File: src/rtl/dma_xfer_pkg.sv
package dma_xfer_pkg;

  typedef enum logic [1:0] {
    MODE_STOP  = 2'b00,
    MODE_BURST = 2'b01,
    MODE_TIMED = 2'b10,
    MODE_LOOP  = 2'b11
  } xfer_mode_e;

  typedef enum logic [2:0] {
    ST_IDLE,
    ST_PACE,
    ST_REQ,
    ST_RD,
    ST_WR
  } seq_state_e;

  localparam int CTL_DST_IO   = 2;
  localparam int CTL_SRC_IO   = 3;
  localparam int CTL_PROBE_WR = 4;
  localparam int CTL_USED_W   = 5;

endpackage

File: src/rtl/dma_pacer.sv
module dma_pacer #(
  parameter int PRE_W = 16
) (
  input  logic             clk,
  input  logic             rst_n,
  input  logic             run,
  input  logic             io_side,
  input  logic             fast_tick,
  input  logic             slow_tick,
  input  logic [PRE_W-1:0] pre,
  output logic             pace
);

  logic [PRE_W-1:0] cnt_q, cnt_d;
  logic [PRE_W:0]   cnt_inc;
  logic             tick;
  logic             at_end;

  // Pick the pacing base: slow ticks whenever an I/O side is involved.
  assign tick    = io_side ? slow_tick : fast_tick;
  assign cnt_inc = {1'b0, cnt_q} + {{PRE_W{1'b0}}, 1'b1};
  // A divider of 0 or 1 fires on every tick.
  assign at_end  = cnt_inc >= {1'b0, pre};
  assign pace    = run & tick & at_end;

  always_comb begin
    cnt_d = cnt_q;
    if (!run) begin
      cnt_d = '0;
    end else if (tick) begin
      cnt_d = at_end ? '0 : cnt_inc[PRE_W-1:0];
    end
  end

  always_ff @(posedge clk or negedge rst_n) begin
    if (!rst_n) cnt_q <= '0;
    else        cnt_q <= cnt_d;
  end

endmodule

File: src/rtl/dma_probe.sv
module dma_probe #(
  parameter int ADDR_W = 16
) (
  input  logic              clk,
  input  logic              rst_n,
  input  logic              side_wr,
  input  logic              mem_rd,
  input  logic              mem_wr,
  input  logic [ADDR_W-1:0] mem_addr,
  input  logic [ADDR_W-1:0] probe_addr,
  input  logic              ack,
  output logic              hit
);

  logic hit_q, hit_d, match;

  assign match = (side_wr ? mem_wr : mem_rd) && (mem_addr == probe_addr);

  // A match in the same cycle as the acknowledge takes priority.
  always_comb begin
    hit_d = hit_q;
    if (ack)   hit_d = 1'b0;
    if (match) hit_d = 1'b1;
  end

  always_ff @(posedge clk or negedge rst_n) begin
    if (!rst_n) hit_q <= 1'b0;
    else        hit_q <= hit_d;
  end

  assign hit = hit_q;

  // An acknowledge with no memory access in the same cycle leaves the flag clear.
  assert_ack_clears_R10: assert property (@(posedge clk) disable iff (!rst_n)
    (ack && !mem_rd && !mem_wr) |=> !hit);

endmodule

File: src/rtl/dma_seq.sv
module dma_seq
  import dma_xfer_pkg::*;
#(
  parameter int ADDR_W = 16,
  parameter int LEN_W  = 16,
  parameter int DATA_W = 8
) (
  input  logic              clk,
  input  logic              rst_n,
  input  logic              start,
  input  logic [1:0]        start_mode,
  input  logic              stop,
  input  logic [1:0]        mode,
  input  logic              src_io,
  input  logic              dst_io,
  input  logic [ADDR_W-1:0] cfg_src,
  input  logic [ADDR_W-1:0] cfg_dst,
  input  logic [LEN_W-1:0]  cfg_len,
  input  logic              pace,
  input  logic              bus_gnt,
  input  logic [DATA_W-1:0] mem_rdata,
  input  logic [DATA_W-1:0] io_rdata,
  output logic              bus_req,
  output logic [ADDR_W-1:0] mem_addr,
  output logic              mem_rd,
  output logic              mem_wr,
  output logic [DATA_W-1:0] mem_wdata,
  output logic [ADDR_W-1:0] io_addr,
  output logic              io_rd,
  output logic              io_wr,
  output logic [DATA_W-1:0] io_wdata,
  output logic              pace_run,
  output logic              finish,
  output logic              done
);

  localparam logic [LEN_W-1:0]  LEN_ONE  = LEN_W'(1);
  localparam logic [ADDR_W-1:0] ADDR_ONE = ADDR_W'(1);

  seq_state_e        state_q, state_d;
  logic [ADDR_W-1:0] src_q, src_d, dst_q, dst_d;
  logic [LEN_W-1:0]  rem_q, rem_d;
  logic [DATA_W-1:0] hold_q, hold_d;
  logic              pend_q, pend_d;
  logic              done_q;
  logic              last;
  logic              in_rd, in_wr;

  assign last  = (rem_q == LEN_ONE);
  assign in_rd = (state_q == ST_RD);
  assign in_wr = (state_q == ST_WR);

  // Next-state logic.
  always_comb begin
    state_d = state_q;
    src_d   = src_q;
    dst_d   = dst_q;
    rem_d   = rem_q;
    hold_d  = hold_q;
    finish  = 1'b0;
    unique case (state_q)
      ST_IDLE: begin
        if (start) begin
          src_d   = cfg_src;
          dst_d   = cfg_dst;
          rem_d   = cfg_len;
          state_d = (start_mode == MODE_BURST) ? ST_REQ : ST_PACE;
        end
      end
      ST_PACE: begin
        if (pend_q) state_d = ST_REQ;
      end
      ST_REQ: begin
        if (bus_gnt) state_d = ST_RD;
      end
      ST_RD: begin
        hold_d = src_io ? io_rdata : mem_rdata;
        if (!src_io) src_d = src_q + ADDR_ONE;
        state_d = ST_WR;
      end
      ST_WR: begin
        if (!dst_io) dst_d = dst_q + ADDR_ONE;
        if (last) begin
          if (mode == MODE_LOOP) begin
            src_d   = cfg_src;
            dst_d   = cfg_dst;
            rem_d   = cfg_len;
            state_d = ST_PACE;
          end else begin
            finish  = !stop;
            state_d = ST_IDLE;
          end
        end else begin
          rem_d   = rem_q - LEN_ONE;
          state_d = (mode == MODE_BURST) ? ST_RD : ST_PACE;
        end
      end
      default: state_d = ST_IDLE;
    endcase
    if (stop) state_d = ST_IDLE;
  end

  // Pending pace pulse: at most one is held while a byte is in flight.
  always_comb begin
    if (start || stop)                      pend_d = 1'b0;
    else if (state_q == ST_PACE && pend_q)  pend_d = pace;
    else                                    pend_d = pend_q | pace;
  end

  // Registers.
  always_ff @(posedge clk or negedge rst_n) begin
    if (!rst_n) begin
      state_q <= ST_IDLE;
      src_q   <= '0;
      dst_q   <= '0;
      rem_q   <= '0;
      hold_q  <= '0;
      pend_q  <= 1'b0;
      done_q  <= 1'b0;
    end else begin
      state_q <= state_d;
      src_q   <= src_d;
      dst_q   <= dst_d;
      rem_q   <= rem_d;
      hold_q  <= hold_d;
      pend_q  <= pend_d;
      done_q  <= finish;
    end
  end

  assign bus_req   = (state_q == ST_REQ) || in_rd || in_wr;
  assign mem_rd    = in_rd && !src_io;
  assign io_rd     = in_rd &&  src_io;
  assign mem_wr    = in_wr && !dst_io;
  assign io_wr     = in_wr &&  dst_io;
  assign mem_addr  = mem_rd ? src_q : (mem_wr ? dst_q : '0);
  assign io_addr   = io_rd  ? src_q : (io_wr  ? dst_q : '0);
  assign mem_wdata = hold_q;
  assign io_wdata  = hold_q;
  assign pace_run  = (state_q != ST_IDLE) && mode[1];
  assign done      = done_q;

  assert_strobe_has_bus_R5: assert property (@(posedge clk) disable iff (!rst_n)
    (mem_rd || mem_wr || io_rd || io_wr) |-> bus_gnt);

  assert_single_strobe_R3: assert property (@(posedge clk) disable iff (!rst_n)
    $onehot0({mem_rd, mem_wr, io_rd, io_wr}));

  assert_done_single_R9: assert property (@(posedge clk) disable iff (!rst_n)
    done |=> !done);

  assert_burst_holds_bus_R5: assert property (@(posedge clk) disable iff (!rst_n)
    (bus_req && mode == MODE_BURST && !finish && !stop) |=> bus_req);

endmodule

File: src/rtl/dma_xfer_engine.sv
module dma_xfer_engine
  import dma_xfer_pkg::*;
#(
  parameter int ADDR_W = 16,
  parameter int LEN_W  = 16,
  parameter int PRE_W  = 16,
  parameter int DATA_W = 8
) (
  input  logic              clk,
  input  logic              rst_n,
  input  logic              ctrl_wr,
  input  logic [7:0]        ctrl_wdata,
  output logic [7:0]        ctrl_rd,
  input  logic [ADDR_W-1:0] src_base,
  input  logic [ADDR_W-1:0] dst_base,
  input  logic [LEN_W-1:0]  xfer_len,
  input  logic [PRE_W-1:0]  pace_div,
  input  logic [ADDR_W-1:0] probe_addr,
  input  logic              probe_ack,
  output logic              probe_hit,
  input  logic              fast_tick,
  input  logic              slow_tick,
  output logic              bus_req,
  input  logic              bus_gnt,
  output logic [ADDR_W-1:0] mem_addr,
  output logic              mem_rd,
  output logic              mem_wr,
  output logic [DATA_W-1:0] mem_wdata,
  input  logic [DATA_W-1:0] mem_rdata,
  output logic [ADDR_W-1:0] io_addr,
  output logic              io_rd,
  output logic              io_wr,
  output logic [DATA_W-1:0] io_wdata,
  input  logic [DATA_W-1:0] io_rdata,
  output logic              done
);

  localparam int PAD_W = 8 - CTL_USED_W;

  // Reset: asserted asynchronously, released on a clock edge.
  logic [1:0] rst_sync_q;
  logic       rst_n_s;

  always_ff @(posedge clk or negedge rst_n) begin
    if (!rst_n) rst_sync_q <= 2'b00;
    else        rst_sync_q <= {rst_sync_q[0], 1'b1};
  end
  assign rst_n_s = rst_sync_q[1];

  // Control byte.
  logic [CTL_USED_W-1:0] ctl_q, ctl_d;
  logic                  running, wr_stop, wr_start, finish, pace, pace_run;

  assign running  = (ctl_q[1:0] != MODE_STOP);
  assign wr_stop  = ctrl_wr && (ctrl_wdata[1:0] == MODE_STOP);
  assign wr_start = ctrl_wr && !running && (ctrl_wdata[1:0] != MODE_STOP);

  always_comb begin
    ctl_d = ctl_q;
    if (wr_stop || wr_start) begin
      ctl_d = ctrl_wdata[CTL_USED_W-1:0];
    end else if (finish) begin
      ctl_d[1:0] = MODE_STOP;
    end
  end

  always_ff @(posedge clk or negedge rst_n_s) begin
    if (!rst_n_s) ctl_q <= '0;
    else          ctl_q <= ctl_d;
  end

  assign ctrl_rd = {{PAD_W{1'b0}}, ctl_q};

  dma_pacer #(.PRE_W(PRE_W)) u_pacer (
    .clk       (clk),
    .rst_n     (rst_n_s),
    .run       (pace_run),
    .io_side   (ctl_q[CTL_SRC_IO] | ctl_q[CTL_DST_IO]),
    .fast_tick (fast_tick),
    .slow_tick (slow_tick),
    .pre       (pace_div),
    .pace      (pace)
  );

  dma_seq #(.ADDR_W(ADDR_W), .LEN_W(LEN_W), .DATA_W(DATA_W)) u_seq (
    .clk        (clk),
    .rst_n      (rst_n_s),
    .start      (wr_start),
    .start_mode (ctrl_wdata[1:0]),
    .stop       (wr_stop),
    .mode       (ctl_q[1:0]),
    .src_io     (ctl_q[CTL_SRC_IO]),
    .dst_io     (ctl_q[CTL_DST_IO]),
    .cfg_src    (src_base),
    .cfg_dst    (dst_base),
    .cfg_len    (xfer_len),
    .pace       (pace),
    .bus_gnt    (bus_gnt),
    .mem_rdata  (mem_rdata),
    .io_rdata   (io_rdata),
    .bus_req    (bus_req),
    .mem_addr   (mem_addr),
    .mem_rd     (mem_rd),
    .mem_wr     (mem_wr),
    .mem_wdata  (mem_wdata),
    .io_addr    (io_addr),
    .io_rd      (io_rd),
    .io_wr      (io_wr),
    .io_wdata   (io_wdata),
    .pace_run   (pace_run),
    .finish     (finish),
    .done       (done)
  );

  dma_probe #(.ADDR_W(ADDR_W)) u_probe (
    .clk        (clk),
    .rst_n      (rst_n_s),
    .side_wr    (ctl_q[CTL_PROBE_WR]),
    .mem_rd     (mem_rd),
    .mem_wr     (mem_wr),
    .mem_addr   (mem_addr),
    .probe_addr (probe_addr),
    .ack        (probe_ack),
    .hit        (probe_hit)
  );

  assert_stop_releases_R8: assert property (@(posedge clk) disable iff (!rst_n_s)
    (ctrl_wr && ctrl_wdata[1:0] == MODE_STOP) |=> !bus_req);

  assert_done_mode_clear_R9: assert property (@(posedge clk) disable iff (!rst_n_s)
    done |-> (ctrl_rd[1:0] == MODE_STOP));

  assert_reserved_zero_R1: assert property (@(posedge clk) disable iff (!rst_n_s)
    ctrl_rd[7:5] == 3'b000);

endmodule

File: config.mk
export PLATFORM = sky130hd
export DESIGN_NAME = dma_xfer_engine
export DESIGN_NICKNAME = d
export VERILOG_FILES = /design/src/rtl/dma_xfer_pkg.sv /design/src/rtl/dma_pacer.sv /design/src/rtl/dma_probe.sv /design/src/rtl/dma_seq.sv /design/src/rtl/dma_xfer_engine.sv
export SDC_FILE = /design/constraint.sdc
export NUM_CORES = 1
export LEC_CHECK = 0
export CAP_MARGIN = 20
export CELL_PAD_IN_SITES_DETAIL_PLACEMENT = 2
export CELL_PAD_IN_SITES_GLOBAL_PLACEMENT = 2
export CORE_MARGIN = 4
export CORE_UTILIZATION = 29
export DETAILED_ROUTE_END_ITERATION = 8
export DONT_BUFFER_PORTS = 1
export PLACE_DENSITY_LB_ADDON = 0.15
export RECOVER_POWER = 25
export SLEW_MARGIN = 20
export SYNTH_ARGS = -nofsm -noshare
export SYNTH_HDL_FRONTEND = slang
export SYNTH_SLANG_ARGS = --single-unit
export TNS_END_PERCENT = 1
File: constraint.sdc
create_clock -name clk -period 3 [get_ports clk]
set_input_delay 0.3 -clock clk [delete_from_list [all_inputs] [get_ports clk]]
set_output_delay 0.3 -clock clk [all_outputs]
set_load 0.005 [all_outputs]
==> key figures, run 1 <==
Synthesis
  – Most used DFF post-synth: dfrtp_1
  – Yosys reg bits: 85
  – Fraction of registers with async set/reset: 1.00
  – Sequential fraction of the synthesis area: 0.338
  – Yosys warning count: 0
  – Post-synth top area share: 0.338
  – Post-Syn Instances: around 760
  – Cell variety after synth: around 70
  – Synthesized area: 6290 µm²
  – Top cells by count, synth: dfrtp_1 (85), a21oi_1 (75), nand2_1 (65)
  – Area leader, netlist: dfrtp_1
  – Syn Area/Cell: around 8.2 µm²
  – Synth area leaders: dfrtp_1 (34%), a21oi_1 (6.0%), a22o_1 (5.0%)
  – Top-count cell post-synth: dfrtp_1
  – Post-synth EDFFs: 0

Power and ir drop
  – Logic pwr share: 0.418
  – P_int: roughly 3.4 mW
  – Static leakage: about 3.1 nW
  – Sw frac: 0.453
  – Clock share of power: 0.203
  – PD cells: 837 nW/µm²
  – P_sw: about 2.8 mW
  – Reg power frac: 0.378
  – VDD IR max: approximately 0.29 mV

Detailed routing
  – Drt via density: 5.75
  – DR vias: 6071
  – Detailed Routing Iterations Pass 1: 4
  – Final wirelength: ~24 mm
  – Met3 routed WL: approximately 1.1 mm
  – DRC violations left: 0
  – Top sig layer: met4
  – Post-DRT Antenna Nets: 0
  – DR iter-0 viols: 259
  – Drt wl/cell: 23.0 µm
  – Met2 WL: between 10 and 15 mm
  – Met1 wire length: 10.5 mm

STA
  – Worst Tran Pin Value: 2310 ps
  – Hold Fails Final Rpt: 0
  – Final setup fails: 1
  – Post-layout min period: ~3000 ps
  – F_max: ~330 MHz
  – Worst slew margin: -0.537
  – Max Clock Skew: roughly 8.4 ps
  – TNS Setup: -48.0 ps
  – Crit share post-route: 1.02
  – RSZ-0062 raised after global routing: yes
  – Max Transition Viols Final: 84
  – Final setup margin: -48.0 ps

Global routing
  – Largest net degree at the start of global routing: 84
  – Number of global-route vias before repair: 6653
  – First-pass GRT wire length: between 30 and 40 mm
  – GRT overflow: 0
  – Initial antenna violation count: 0
  – Total GRT Usage: 0.196

Clock network
  – CTS tree: done
  – Worst-skew pair later-pin latency: about 340 ps
  – Clock Tree Root: clkbuf_16
  – Clk slew on worst S/H paths: about 70 ps
  – # H-tree levels: 3
  – CTS Buf Count: 9
  – Clock sink total: 85
  – Max clock buf depth: 2

Placed design
  – # port buffers: 0
  – Post-DP HPWL: 18.1 mm
  – Placed Cells: 1026
  – Routability congestion estimate: a little under 0.9

Floorplan
  – Core area: 21200 µm²
  – Initial Util: 0.297
  – Chip Height: roughly 160 µm
  – Die Wd: 155 µm
  – Number of cell rows: 53
  – Full die area: between 20000 and 25000 µm²
  – IO Pins: 174

Setup path
  – CP endpoint kind: flop
  – CP Max Fanout: 8
  – Crit Path Category: reg -> reg
  – CP arrival: ~3300 ps
  – CP required: between 3000 and 4000 ps
  – Worst setup SP type: flop

Cells and area
  – Layout cells sized above 1: 0.163
  – Area grow syn2layout: 17.1%
  – Fillers: ~2400
  – Diode count: 0
  – Final Non-Filler Cells: ~1100
  – Layout Nets: a little over 900
  – Multi-input gate area: ~4000 µm²
  – Storage cell area: about 2100 µm²

Job
  – Max Cap Viol: 1

Worst hold path
  – Min-Delay Path Class: in -> reg

Status
  – Run status: complete, but fails checks
  – Failing checks: max-capacitance violations, max-slew violations, negative setup slack
power groups by stage:
stage / sequential (mW) / clock [mW] / combinational [mW]
after CTS: 2.33 / 1.30 / 2.61
after global routing: 2.43 / 1.35 / 2.88
after floorplan: 2.00 / 0 / 2.01
after global placement: 2.29 / 0 / 2.42
after detailed placement: 2.34 / 0 / 2.57
final: 2.33 / 1.25 / 2.58
logic make-up (layout without fill, tap and decap cells):
family          Yosys count  after routing  share of synthesized area
simple gates            262            262                      0.212
compound gates          245            245                      0.261
buf+inv                 102            117                     0.0756
flops                    85             85                      0.338
xor+xnor                 27             27                     0.0376
fa+ha+maj                21             21                     0.0418
mux                      20             20                     0.0324
other cells               2              4                    0.00119
state kept, by name, indices dropped and copies added (netlist names):
| signal | cells |
|---|---|
| ctl_q | 5 |
| rst_sync_q | 2 |
| u_pacer.cnt_q | 16 |
| u_probe.hit | 1 |
| u_seq.done | 1 |
| u_seq.dst_q | 16 |
| u_seq.io_wdata | 8 |
| u_seq.pend_q | 1 |
| u_seq.rem_q | 16 |
| u_seq.src_q | 16 |
| u_seq.state_q | 3 |
final cells by class:
| type | count | area share |
|---|---|---|
| clock buffer | 12 | 0.0335 |
| clock inverter | 4 | 0.00986 |
| tap | 275 | 0.0467 |
| timing repair buffer | 65 | 0.0705 |
| inverter | 36 | 0.0184 |
| multi-input combinational | 579 | 0.532 |
| sequential | 85 | 0.289 |
routing by layer:
metal	GRT usage	vias up
met5	0	-
met4	0.0500	0
met3	0.0423	27
met2	0.342	134
met1	0.246	3117
li1	-	2793
final timing paths:
check / start / to / slack [ps] / cells past startpoint
worst max-delay path: u_pacer.cnt_q[0] / u_pacer.cnt_q[12] / -50 / 14
worst min-delay path: ctrl_wdata[0] / ctl_q[0] / 100 / 1
worst max register to register: u_pacer.cnt_q[0] / u_pacer.cnt_q[12] / -50 / 14
worst min register to register: rst_sync_q[0] / rst_sync_q[1] / 360 / 0
max in group asynchronous: rst_sync_q[1] / u_seq.src_q[14] / 560 / 1
min in group asynchronous: rst_n / rst_sync_q[1] / 180 / 1
timing repair:
item	CTS	global route
gates cloned	1	0
gates resized for setup	23	17
hold buffers	1	0
endpoints found under the hold margin	2	0
pin swaps	12	29
buffers inserted	11	3
endpoints found under the setup margin	17	17
through the flow:
stage | power [mW] | instance area, µm² | setup WS [ps] | hold slack (ps) | util
global route | 6.66 | 7360 | -221 | 83.0 | 0.348
CTS | 6.24 | 7260 | -27.5 | 80.3 | 0.343
global placement | 4.71 | 6740 | -29.7 | 4.46 | 0.319
detailed placement | 4.92 | 6740 | -187 | 4.49 | 0.319
floorplan | 4.01 | 6300 | 23.0 | 4.41 | -
finish | 6.16 | 7360 | -48.0 | 97.2 | 0.348
cells in the final DEF (no fill, tap or decap), types with 4 or more instances in the layout:
master	Yosys	final
a21o_1	7	7
a21oi_1	75	72
a21oi_2	2	4
a22o_1	36	36
a22oi_1	4	4
a2bb2oi_1	11	11
a31oi_1	6	6
a32oi_2	0	4
and2_1	12	12
and3_1	8	8
buf_4	16	57
buf_6	3	5
clkbuf_16	0	9
conb_1	2	4
dfrtp_1	85	84
ha_1	21	19
inv_1	36	36
mux2i_1	17	17
nand2_1	65	63
nand3_1	41	38
nand4_1	19	19
nor2_1	58	56
nor2b_1	6	6
nor3_1	19	15
nor4_1	6	4
o211ai_1	5	5
o21ai_0	45	45
o22a_1	6	6
o22ai_1	12	12
xnor2_1	12	11
xor2_1	15	14
critical path, stage by stage (launching register included):
cell     delay, ps
dfrtp_1        380
buf_4          120
buf_4          100
nand3_4        140
buf_4          200
nor2_1         190
xnor2_1        110
ha_1           290
nand4_1        140
or4_4          520
a21oi_4        210
nor3_4          80
buf_6          150
a32oi_2        230
nor2_1          70
Note: power is estimated with default switching activity, not from simulation.
==> run 2, diff against run 1 <==
Settings changed: PLACE_DENSITY set to 0.64, PLACE_DENSITY_LB_ADDON 0.15 to unset.
==> key figures, run 2 (synthesis gave the netlist of run 1 again) <==
STA
  – Post-layout min period: 3030 ps (-21.5 ps)
  – Max Clock Skew: 12.8 ps (+4.47 ps)
  – F_max: 330 MHz (+0.71%)
  – Crit share post-route: 1.01 (-0.00718)
  – RSZ-0062 raised after global routing: yes
  – Worst Tran Pin Value: 1920 ps (-386 ps)
  – Hold Fails Final Rpt: 0 (unchanged)
  – Final setup fails: 7 (+6)
  – Final setup margin: -26.5 ps (+21.5 ps)
  – Minimum hold slack: 88.5 ps (-8.66 ps)
  – Max Transition Viols Final: 40 (-52%)
  – Worst slew margin: -0.280 (+0.257)

Setup path
  – CP endpoint kind: flop
  – CP Max Fanout: 11 (+3)
  – CP Buf/Inv Count: 3 (-1)
  – Largest stage delay on the critical path: 440 ps (-80 ps)
  – Worst setup SP type: flop
  – Cell Chain, Critical Path: ha_2 -> nand4_1 -> buf_4 -> or4_4 -> xnor2_2 -> ha_1 -> nand4_1 -> buf_4 -> a21oi_4 -> nor3_4 -> buf_6 -> a32oi_1 -> nor2_1
  – CP required: 3230 ps (about the same)
  – Family with the most delay on the worst path: simple AND/OR/NAND/NOR gates
  – Crit Path Category: reg -> reg
  – CP arrival: 3260 ps (about the same)
  – Critical Path Slowest Stage Cell: or4_4

Clock network
  – CTS tree: done
  – # H-tree levels: 3 (unchanged)
  – Max clock buf depth: 2 (unchanged)
  – Clock Tree Root: clkbuf_16
  – Clock sink total: 85 (unchanged)
  – Worst-skew pair later-pin latency: 360 ps (+20 ps)
  – CTS Buf Count: 9 (unchanged)
  – Clk slew on worst S/H paths: 70 ps (about the same)

Detailed routing
  – Drt wl/cell: 22.8 µm (-1.1%)
  – Drt via density: 5.74 (-0.24%)
  – DR iter-0 viols: 237 (-8.5%)
  – Post-DRT Antenna Nets: 0 (unchanged)
  – DRC violations left: 0 (unchanged)
  – Final wirelength: 23.9 mm (-1.6%)
  – Detailed Routing Iterations Pass 1: 5 (+1)
  – DR vias: 6022 (-0.81%)

Global routing
  – Initial antenna violation count: 0 (unchanged)
  – Largest net degree at the start of global routing: 45 (-46%)
  – First-pass GRT wire length: 37.6 mm (-0.15%)
  – Total GRT Usage: 0.195 (-0.000313)
  – GRT overflow: 0 (unchanged)
  – Number of global-route vias before repair: 6701 (+0.72%)

Worst hold path
  – Min-Delay Path Class: in -> reg

Placed design
  – Place WS: -208 ps (-21.0 ps)
  – Post-DP HPWL: 17.9 mm (-1.3%)
  – # port buffers: 0 (unchanged)
  – Routability congestion estimate: 0.888 (+2.8%)

Cells and area
  – Commonest non-fill, non-tap cell in the layout: dfrtp_1
  – Area grow syn2layout: 14.6%
  – Diode count: 0 (unchanged)
  – Layout cells sized above 1: 0.142 (-0.0207)
  – Layout Nets: 902 (-0.66%)
  – Most frequent cells in the layout: dfrtp_1 (85), a21oi_1 (72), nand2_1 (65)

Floorplan
  – Full die area: 24100 µm² (unchanged)
  – Initial Util: 0.297 (unchanged)
  – Core area: 21200 µm² (unchanged)
  – Die Wd: 155 µm (unchanged)
  – Number of cell rows: 53 (unchanged)
  – IO Pins: 174 (unchanged)
  – Chip Height: 155 µm (unchanged)

Status
  – Run status: complete, but fails checks
  – Failing checks: max-capacitance violations, max-slew violations, negative setup slack

Power and ir drop
  – Static leakage: 3.06 nW (-2.7%)
  – PD cells: 844 nW/µm² (+0.90%)
  – VDD IR max: 0.318 mV (+10%)

Job
  – Max Cap Viol: 1 (unchanged)
run 2: worst reg2reg max path: cells and delay by family (launching register included):
family	cells	cell delay, ps
buf+inv	3	570
fa+ha+maj	2	510
compound gates	2	370
flops	1	410
xor+xnor	1	150
simple gates	5	920
run 2: metal layers:
layer | wire length (µm) | up-vias | track usage
met4 | 482 | 0 | 0.0567
met2 | 11900 | 140 | 0.342
met5 | 0 | - | 0
met3 | 1340 | 31 | 0.0414
li1 | - | 2783 | -
met1 | 10200 | 3068 | 0.243
run 2: final timing paths:
path / slack [ps] / cells after the start / from / endpoint
min in group asynchronous: 170 / 1 / rst_n / rst_sync_q[1]
hold / removal: 90 / 1 / ctrl_wdata[0] / ctl_q[0]
max in group asynchronous: 1080 / 0 / rst_sync_q[1] / u_seq.dst_q[5]
setup / recovery: -30 / 13 / u_pacer.cnt_q[1] / u_pacer.cnt_q[10]
setup reg to reg: -30 / 13 / u_pacer.cnt_q[1] / u_pacer.cnt_q[10]
hold reg to reg: 350 / 0 / rst_sync_q[0] / rst_sync_q[1]
run 2: timing repair:
action	CTS	global route
setup buffers	6	1
hold endpoints to repair	2	0
pin swaps	14	1
resized for setup	17	3
setup endpoints to repair	17	17
hold buffers	1	0
run 2: metrics by stage:
stage | power, mW | TNS [ps] | instances | util | instance area (µm²)
6_report | 6.08 | -69.5 | 1050 | 0.340 | 7200
4_1_cts | 6.15 | 0 | 1049 | 0.340 | 7190
3_3_place_gp | 4.69 | -472 | 1028 | 0.319 | 6760
5_1_grt | 6.56 | -2550 | 1050 | 0.340 | 7200
3_5_place_dp | 4.89 | -2380 | 1028 | 0.319 | 6760
2_1_floorplan | 4.01 | 0 | 766 | - | 6300
run 2: final cells by class:
cell class	instances	area [µm²]
sequential	85	2130
clock buffer	10	239
clock inverter	6	70.1
inverter	36	135
tap	275	344
multi-input combinational	579	3800
fill	2399	14000
timing repair buffer	59	485
run 2: power by group:
part	leakage, nW	total [mW]	switching (mW)	internal, mW
sequential	1.04	2.40	0.818	1.58
combinational	1.86	2.46	1.45	1.01
clock	0.153	1.22	0.544	0.678
total	3.06	6.08	2.82	3.27
